[src/rtl/wl_pkg.sv]
package wl_pkg;
  typedef enum logic [2:0] {
    OP_DATA_LOCK  = 3'd0,
    OP_INSTR_LOCK = 3'd1
  } lock_op_e;

  localparam int NUM_CACHES = 2;
  localparam int CACHE_DATA = 0;
  localparam int CACHE_INSTR = 1;
endpackage

[src/rtl/wl_access.sv]
module wl_access
  import wl_pkg::*;
(
  input  logic       clk,
  input  logic       rst,
  input  logic       valid_i,
  input  logic [2:0] op_i,
  input  logic       priv_i,
  input  logic       secure_i,
  input  logic       ns_en_i,
  output logic       grant_o,
  output logic       deny_o,
  output logic       sel_instr_o
);
  logic op_known;
  logic world_ok;

  always_comb begin
    op_known    = (op_i == OP_DATA_LOCK) || (op_i == OP_INSTR_LOCK);
    world_ok    = secure_i || ns_en_i;
    grant_o     = valid_i && priv_i && world_ok && op_known;
    deny_o      = valid_i && !grant_o;
    sel_instr_o = (op_i == OP_INSTR_LOCK);
  end

  assert_secure_priv_ok_R6: assert property (@(posedge clk) disable iff (rst)
    valid_i && priv_i && secure_i && !op_i[2] && !op_i[1] |-> grant_o);
endmodule

[src/rtl/wl_lock_reg.sv]
module wl_lock_reg #(
  parameter int WAYS      = 4,
  parameter int IMPL_WAYS = 4
) (
  input  logic            clk,
  input  logic            rst,
  input  logic            we_i,
  input  logic [WAYS-1:0] wdata_i,
  output logic [WAYS-1:0] lock_o
);
  localparam logic [WAYS-1:0] IMPL_MASK = WAYS'((1 << IMPL_WAYS) - 1);

  for (genvar g = 0; g < WAYS; g++) begin : g_way
    if (g < IMPL_WAYS) begin : g_impl
      logic bit_q;
      always_ff @(posedge clk) begin
        if (rst)       bit_q <= 1'b0;
        else if (we_i) bit_q <= wdata_i[g];
      end
      assign lock_o[g] = bit_q;
    end else begin : g_absent
      assign lock_o[g] = 1'b1;
    end
  end

  assert_write_lands_R1: assert property (@(posedge clk) disable iff (rst)
    we_i |=> (lock_o & IMPL_MASK) == ($past(wdata_i) & IMPL_MASK));
endmodule

[src/rtl/wl_victim.sv]
module wl_victim #(
  parameter int                 WAYS   = 4,
  parameter int                 LFSR_W = 16,
  parameter logic [LFSR_W-1:0]  SEED   = 16'hACE1,
  parameter logic [LFSR_W-1:0]  TAPS   = 16'hB400
) (
  input  logic                     clk,
  input  logic                     rst,
  input  logic                     fill_req_i,
  input  logic                     fill_instr_i,
  input  logic                     policy_rr_i,
  input  logic [WAYS-1:0]          dlock_i,
  input  logic [WAYS-1:0]          ilock_i,
  output logic                     fill_valid_o,
  output logic [$clog2(WAYS)-1:0]  fill_way_o
);
  localparam int IDX_W = $clog2(WAYS);
  localparam logic [WAYS-1:0] ALL_BUT_0 = {{(WAYS-1){1'b1}}, 1'b0};

  logic [LFSR_W-1:0] lfsr_q;
  logic [IDX_W-1:0]  rr_ptr_q [2];
  logic [WAYS-1:0]   raw_lock, eff_lock;
  logic [IDX_W-1:0]  start_way, pick_way;

  function automatic logic [IDX_W-1:0] first_free(input logic [WAYS-1:0] lk,
                                                  input logic [IDX_W-1:0] start);
    logic [IDX_W-1:0] r;
    logic found;
    r = start;
    found = 1'b0;
    for (int k = 0; k < WAYS; k++) begin
      logic [IDX_W-1:0] idx;
      idx = start + IDX_W'(k);
      if (!found && !lk[idx]) begin
        r = idx;
        found = 1'b1;
      end
    end
    return r;
  endfunction

  always_ff @(posedge clk) begin
    if (rst) lfsr_q <= SEED;
    else     lfsr_q <= lfsr_q[0] ? ((lfsr_q >> 1) ^ TAPS) : (lfsr_q >> 1);
  end

  always_comb begin
    raw_lock  = fill_instr_i ? ilock_i : dlock_i;
    eff_lock  = (&raw_lock) ? ALL_BUT_0 : raw_lock;
    start_way = policy_rr_i ? rr_ptr_q[fill_instr_i] : lfsr_q[IDX_W-1:0];
    pick_way  = first_free(eff_lock, start_way);
  end

  for (genvar c = 0; c < 2; c++) begin : g_ptr
    always_ff @(posedge clk) begin
      if (rst)
        rr_ptr_q[c] <= '0;
      else if (fill_req_i && policy_rr_i && (fill_instr_i == c[0]))
        rr_ptr_q[c] <= pick_way + IDX_W'(1);
    end
  end

  always_ff @(posedge clk) begin
    if (rst) begin
      fill_valid_o <= 1'b0;
      fill_way_o   <= '0;
    end else begin
      fill_valid_o <= fill_req_i;
      if (fill_req_i) fill_way_o <= pick_way;
    end
  end

  assert_fill_latency_R7: assert property (@(posedge clk) disable iff (rst)
    fill_req_i |=> fill_valid_o);
  assert_victim_unlocked_R7: assert property (@(posedge clk) disable iff (rst)
    fill_valid_o |-> ($past(eff_lock) & (WAYS'(1) << fill_way_o)) == '0);
  assert_full_lock_way0_R10: assert property (@(posedge clk) disable iff (rst)
    fill_req_i && (&raw_lock) |=> fill_way_o == '0);
endmodule

[src/rtl/cache_way_lockdown.sv]
module cache_way_lockdown #(
  parameter int DATA_W    = 32,
  parameter int WAYS      = 4,
  parameter int IMPL_WAYS = 4,
  parameter int LFSR_W    = 16
) (
  input  logic                    clk,
  input  logic                    rst,
  input  logic                    acc_valid,
  input  logic                    acc_write,
  input  logic [2:0]              acc_op,
  input  logic                    acc_priv,
  input  logic                    acc_secure,
  input  logic                    ns_lock_access,
  input  logic [DATA_W-1:0]       acc_wdata,
  output logic                    acc_done,
  output logic                    acc_undef,
  output logic [DATA_W-1:0]       acc_rdata,
  input  logic                    fill_req,
  input  logic                    fill_instr,
  input  logic                    fill_policy_rr,
  output logic                    fill_valid,
  output logic [$clog2(WAYS)-1:0] fill_way
);
  localparam int PAD_W = DATA_W - WAYS;

  logic grant, deny, sel_instr;
  logic we_d, we_i;
  logic [WAYS-1:0] dlock, ilock, rd_lock;

  wl_access u_access (
    .clk(clk), .rst(rst), .valid_i(acc_valid), .op_i(acc_op),
    .priv_i(acc_priv), .secure_i(acc_secure), .ns_en_i(ns_lock_access),
    .grant_o(grant), .deny_o(deny), .sel_instr_o(sel_instr)
  );

  assign we_d = grant && acc_write && !sel_instr;
  assign we_i = grant && acc_write && sel_instr;

  wl_lock_reg #(.WAYS(WAYS), .IMPL_WAYS(IMPL_WAYS)) u_dlock (
    .clk(clk), .rst(rst), .we_i(we_d), .wdata_i(acc_wdata[WAYS-1:0]), .lock_o(dlock)
  );
  wl_lock_reg #(.WAYS(WAYS), .IMPL_WAYS(IMPL_WAYS)) u_ilock (
    .clk(clk), .rst(rst), .we_i(we_i), .wdata_i(acc_wdata[WAYS-1:0]), .lock_o(ilock)
  );

  assign rd_lock = sel_instr ? ilock : dlock;

  always_ff @(posedge clk) begin
    if (rst) begin
      acc_done  <= 1'b0;
      acc_undef <= 1'b0;
      acc_rdata <= '0;
    end else begin
      acc_done  <= acc_valid;
      acc_undef <= deny;
      acc_rdata <= (grant && !acc_write) ? {{PAD_W{1'b1}}, rd_lock} : '0;
    end
  end

  wl_victim #(.WAYS(WAYS), .LFSR_W(LFSR_W)) u_victim (
    .clk(clk), .rst(rst), .fill_req_i(fill_req), .fill_instr_i(fill_instr),
    .policy_rr_i(fill_policy_rr), .dlock_i(dlock), .ilock_i(ilock),
    .fill_valid_o(fill_valid), .fill_way_o(fill_way)
  );

  assert_user_undef_R6: assert property (@(posedge clk) disable iff (rst)
    acc_valid && !acc_priv |=> acc_undef && acc_rdata == '0);
  assert_denied_write_R6: assert property (@(posedge clk) disable iff (rst)
    acc_valid && acc_write && !acc_priv |=> $stable(dlock) && $stable(ilock));
  assert_upper_ones_R4: assert property (@(posedge clk) disable iff (rst)
    acc_valid && !acc_write && acc_priv && acc_secure && acc_op == 3'd0
      |=> &acc_rdata[DATA_W-1:WAYS]);
endmodule

[config.mk]
export PLATFORM = sky130hd
export DESIGN_NAME = cache_way_lockdown
export DESIGN_NICKNAME = d
export VERILOG_FILES = /design/src/rtl/wl_pkg.sv /design/src/rtl/wl_access.sv /design/src/rtl/wl_lock_reg.sv /design/src/rtl/wl_victim.sv /design/src/rtl/cache_way_lockdown.sv
export SDC_FILE = /design/constraint.sdc
export NUM_CORES = 1
export LEC_CHECK = 0
export ABC_AREA = 1
export BUFFER_PORTS_ARGS = -buffer_cell sky130_fd_sc_hd__clkbuf_2
export CAP_MARGIN = 20
export CORE_MARGIN = 2
export CORE_UTILIZATION = 44
export CTS_CLUSTER_SIZE = 16
export DETAILED_ROUTE_END_ITERATION = 7
export GPL_ROUTABILITY_DRIVEN = 0
export PLACE_DENSITY = 0.73
export SLEW_MARGIN = 25
export SYNTH_ARGS = -nofsm -noshare
export SYNTH_HDL_FRONTEND = slang
export SYNTH_HIERARCHICAL = 1
export SYNTH_SLANG_ARGS = --single-unit
[constraint.sdc]
create_clock -name clk -period 1.6 [get_ports clk]
set_clock_uncertainty 0.15 [all_clocks]
set_input_delay 0.08 -clock clk [delete_from_list [all_inputs] [get_ports clk]]
set_output_delay 0.08 -clock clk [all_outputs]
set_load 0.005 [all_outputs]
# Word-level counts from Yosys, hierarchy flattened
# Memories as Yosys holds them, arrays and structs flattened.
# Cells that the tools add are included.
[word_totals]
n_memories = 1
mem_bits_rw = 4
register_bits = 61
elab_cells = 87
[mem_list]
columns = ["memory", "words", "word_bits", "read_ports", "rd_ports_with_merged_regs", "wr", "line", "text"]
rows = [
  ["u_victim.rr_ptr_q", 2, 2, 1, 0, 2, "wl_victim.sv:21", "logic [IDX_W-1:0] rr_ptr_q [2];"],
]
[op_classes]
n_reduce_logical = 27
bitwise_logic = 5
n_lt_le_gt_ge = 4
addsub = 4
eq_ne = 1
muxes = 30
[op_table]
columns = ["op", "count"]
rows = [
  ["32-bit 2-to-1 mux", 1],
  ["16-bit 2-to-1 mux", 1],
  ["1-bit 2-to-1 mux", 15],
  ["1-bit logical AND", 14],
  ["2-bit by 3-bit less-than comparator with 1-bit output (second input constant)", 4],
  ["2-bit 2-to-1 mux", 6],
  ["4-bit 2-to-1 mux", 3],
  ["1-bit binary-select mux with 2-bit select", 4],
  ["1-bit logical NOT", 8],
  ["2-bit by 1-bit adder with 2-bit output (second input constant)", 2],
  ["2-bit adder (second input constant)", 2],
  ["3-bit inverter with 4-bit output", 1],
  ["4-bit AND reduction", 1],
  ["3-bit by 1-bit == test with 1-bit output (second input constant)", 1],
  ["3-bit logical NOT", 1],
  ["1-bit logical OR", 2],
  ["1-bit inverter", 2],
  ["1-bit OR", 2],
  ["2-bit OR reduction", 1],
]

# Longest topological paths before layout
[logic_depth]
depth_word = 16
depth_mapped = 16

# Modules after synthesis
# The synthesis kept the hierarchy.
[by_module_without_submodules]
columns = ["module", "area_per_inst_um2", "n_inst", "seq_area_each_um2", "cells_each"]
rows = [
  ["wl_victim", 1112.3, 1, 500.5, 157],
  ["cache_way_lockdown", 495.5, 1, 140.1, 70],
  ["wl_lock_reg", 202.7, 2, 80.1, 30],
  ["wl_access", 52.6, 1, 0.0, 10],
]

# Least setup slack after synthesis
# OpenSTA, ideal clock, no wires.
[synth_timing]
path_kind = "register to register"
startpoint = "mem u_victim/rr_ptr_q[1][0] in the netlist's numbering"
endpoint = "mem u_victim/rr_ptr_q[1][1] in the netlist's numbering (data pin)"
period_less_slack_ps = 1775
setup_time_ps = 254
t_arrival_ps = 1371
slack_ps = -175
n_path_buf = 0
stages_incl_launch_ff = 17
path_cell_list = "edfxtp_1 inv_1 nand2_1 nand3_1 nand2_2 nand3_1 nand2_1 nand2_1 nand2_2 nor2_1 nand3_1 nand2_1 nand2_1 nand2_1 nand2_1 nand2_1 nor2_1"
[synth_lines]
columns = ["element", "line"]
rows = [
  ["from (decl)", "wl_victim.sv:21"],
]

==> impl_metrics.tcl <==
set metrics [dict create \
    outcome "complete, but fails checks" \
    violations "setup timing" \
    grt_usage 0.1536 \
    finalCriticalPeriod_ps 1944 \
    grt_pass1_vias 1560 \
    cts_tree "built" \
    tightest_slew_ps 436.1 \
    viasPerCell 4.413 \
    netlist_area_sq_mm 0.002066 \
    drv_slew 0 \
    min_path_type "primary input to flip-flop" \
    fmax_ghz 0.5144 \
    crit_type "flip-flop to flip-flop" \
    drtAntennaViolNets 0 \
    ys_top_cells_by_area "dfxtp_1, nand2_1, buf_4" \
    clockBufferDepth 2 \
    diodes 0 \
    grt_pass1_wl_mm 6.334 \
    reg2reg_to "u_victim/rr_ptr_q[0][1]" \
    power.total_mw 2.044 \
    ios 82 \
    syn2layout_area_growth_pct 24.35 \
    clk_latency_ps 290 \
    yosys.area.top_type_share 0.3295 \
    syn_inst 297 \
    avgSynthCellArea_sq_um 6.955 \
    powerDensity_mw_per_mm2 795.9 \
    ys_types 27 \
    r2r-start "u_victim/rr_ptr_q[1][0]" \
    fp-row-count 24 \
    hpwl_mm 2.837 \
    ys_seq_elements 38 \
    hold_start "acc_op[2]" \
    instances_no_fill 409 \
    yosys.area_share.simple 0.3337 \
    n_fill_cell 424 \
    drt-initial-drc-count 96 \
    routed_wl_mm 3.955 \
    dpl_worst_slack_ps -345.0 \
    rsz0062_at_grt "yes" \
    yosys.area.top_type "dfxtp_1" \
    cp-startpoint "u_victim/rr_ptr_q[1][0]" \
    vias 1805 \
    synth_top_family_by_area "simple AND/OR/NAND/NOR gates" \
    yosys_warnings 6 \
    dpl-instance-area_sq_mm 0.002310 \
    portBuffers 53 \
    die-area_sq_mm 0.005259 \
    drc 0 \
    antenna_found_initial 0 \
    cts.sinks 38 \
    syn-num-nets 342 \
    r2r_slack_ps -340 \
    grt-ovfl-total 0 \
    die_h_um 72.52 \
    htreeDepth 2 \
    setup_ws_ps -344.1 \
    root_buffer "clkbuf_8" \
    startpoint_type "flip-flop" \
    reg2reg_depth 14 \
    cts_made_buffers 5 \
    cp-endpoint "u_victim/rr_ptr_q[0][1]" \
    synth_edf_count 4 \
    dr.pass1.iters 4 \
    worst_setup_path_end_kind "flip-flop" \
    place_inst 392 \
    synthMuxAreaShare 0 \
    relSlewSlack 0.7068 \
    post-route-period-util 1.215 \
    grt_start_max_net_pins 29 \
    synthXorXnorAreaFrac 0.004240 \
    synthTopCellsByCount "nand2_1, nor2_1, inv_1" \
    ir_worst_vdd_uv 654.9 \
    async_flop_share 0 \
    initial_core_util 0.4648 \
    worstPathMaxFanout 7 \
    drive_above_1_share 0.3950 \
    setup_viol 6 \
    seq_area_frac_synth 0.3876 \
    hold_viol_final 0 \
    fin_area_sq_mm 0.002569 \
    path_clk_slew_ps 70 \
    cp.arrival_ps 1850 \
    synth_ff_type "dfxtp_1" \
    coreArea_sq_mm 0.004444 \
    synth_compound_area_frac 0.03452 \
    post-synth-top-count-cell "nand2_1" \
    hold_slack_ps 10.58 \
    maxCapViolations 0 \
    die_x_um 72.52 \
    nNetsFinal 401 \
    p_leak_nw 1.416 \
    synth-adder-area-share 0 \
    required_ps 1500 \
    wl_per_cell_um 9.670 \
]
## per-stage QoR
stage / utilization / setup TNS [ps]
floorplan: - / -355.7
global placement: 0.5197 / -1619
detailed placement: 0.5197 / -1786
CTS: 0.5605 / -1756
global route: 0.5780 / -3014
finish: 0.5780 / -1767
## where the power goes
| part | total (mW) | internal [mW] | switching, mW | leakage [nW] |
|---|---|---|---|---|
| clock network | 0.675 | 0.346 | 0.329 | 0.0472 |
| registers | 1.02 | 1.01 | 0.0165 | 0.322 |
| logic | 0.348 | 0.157 | 0.191 | 1.05 |
| total | 2.04 | 1.51 | 0.536 | 1.42 |
## cell usage in the layout, fill, tap and decap left out, types with 3 or more instances in the layout
cell type / n
clkbuf_2: 53
nor2_2: 3
a21oi_1: 4
nand2_2: 21
dlygate4sd3_1: 7
nand2_1: 57
nand3_1: 9
inv_2: 4
clkbuf_8: 6
buf_4: 32
nand3_2: 8
inv_1: 45
edfxtp_1: 4
or2_2: 4
nor2_1: 47
dfxtp_1: 34
## how the worst min path moves through the flow
stage | endpoint | slack, ps | cells after the start
final | acc_undef | 10 | 5
after CTS | acc_undef | 5 | 5
after detailed placement | acc_done | 160 | 3
after global routing | u_victim/lfsr_q[8] | 60 | 2
after global placement | acc_done | 150 | 3
after floorplan | acc_undef | 1 | 1
## worst max-delay path, stage by stage, from the launching register on
cell and delay [ps]:
edfxtp_1 400, nand2_1 90, nand3_2 90, nand2_4 130
nand3_2 100, nand3_1 90, nand2_2 80, nor2_1 90
nand3_1 100, nand2_1 100, nand2_2 70, nand2_2 70
nand2_2 50, nand2_2 60, nor2_1 40
## flip-flops by register name, indices dropped and copies added, names as in the netlist
register,flops
u_victim/fill_valid_o,1
acc_rdata,5
u_victim/rr_ptr_q,4
u_victim/lfsr_q,16
acc_done,1
acc_undef,1
u_victim/fill_way_o,2
u_dlock/g_way.g_impl.bit_q,4
u_ilock/g_way.g_impl.bit_q,4
## final cells by class
cell class | count | area, sq um | area share
inverters | 49 | 183.9 | 0.07160
well taps | 52 | 65.06 | 0.02533
repair buffers | 92 | 575.6 | 0.2241
clock inverters | 2 | 12.51 | 0.004871
flip-flops and latches | 38 | 800.8 | 0.3117
clock buffers | 6 | 82.58 | 0.03215
multi-input cells | 170 | 848.3 | 0.3302
## cells by family after synthesis
kind of cell | count (synthesis)
AND/OR/NAND/NOR | 157
buffers and inverters | 89
flip-flops | 38
AO/OA/AOI/OAI | 12
XOR/XNOR | 1
## metal layers
metal  vias up  global-route usage  wire [um]
met5         -                   0          0
met4         0             0.09053         87
met3         7             0.03472        225
met2        60              0.2444       1827
met1       769              0.1894       1815
li1        969                   -          -
## timing repair
action	CTS	global route
gates resized for setup	5	19
setup buffers	0	2
endpoints found under the setup margin	6	10
hold buffers	7	0
pin swaps	2	13
endpoints found under the hold margin	15	0
(Power assumes the default switching activity.)
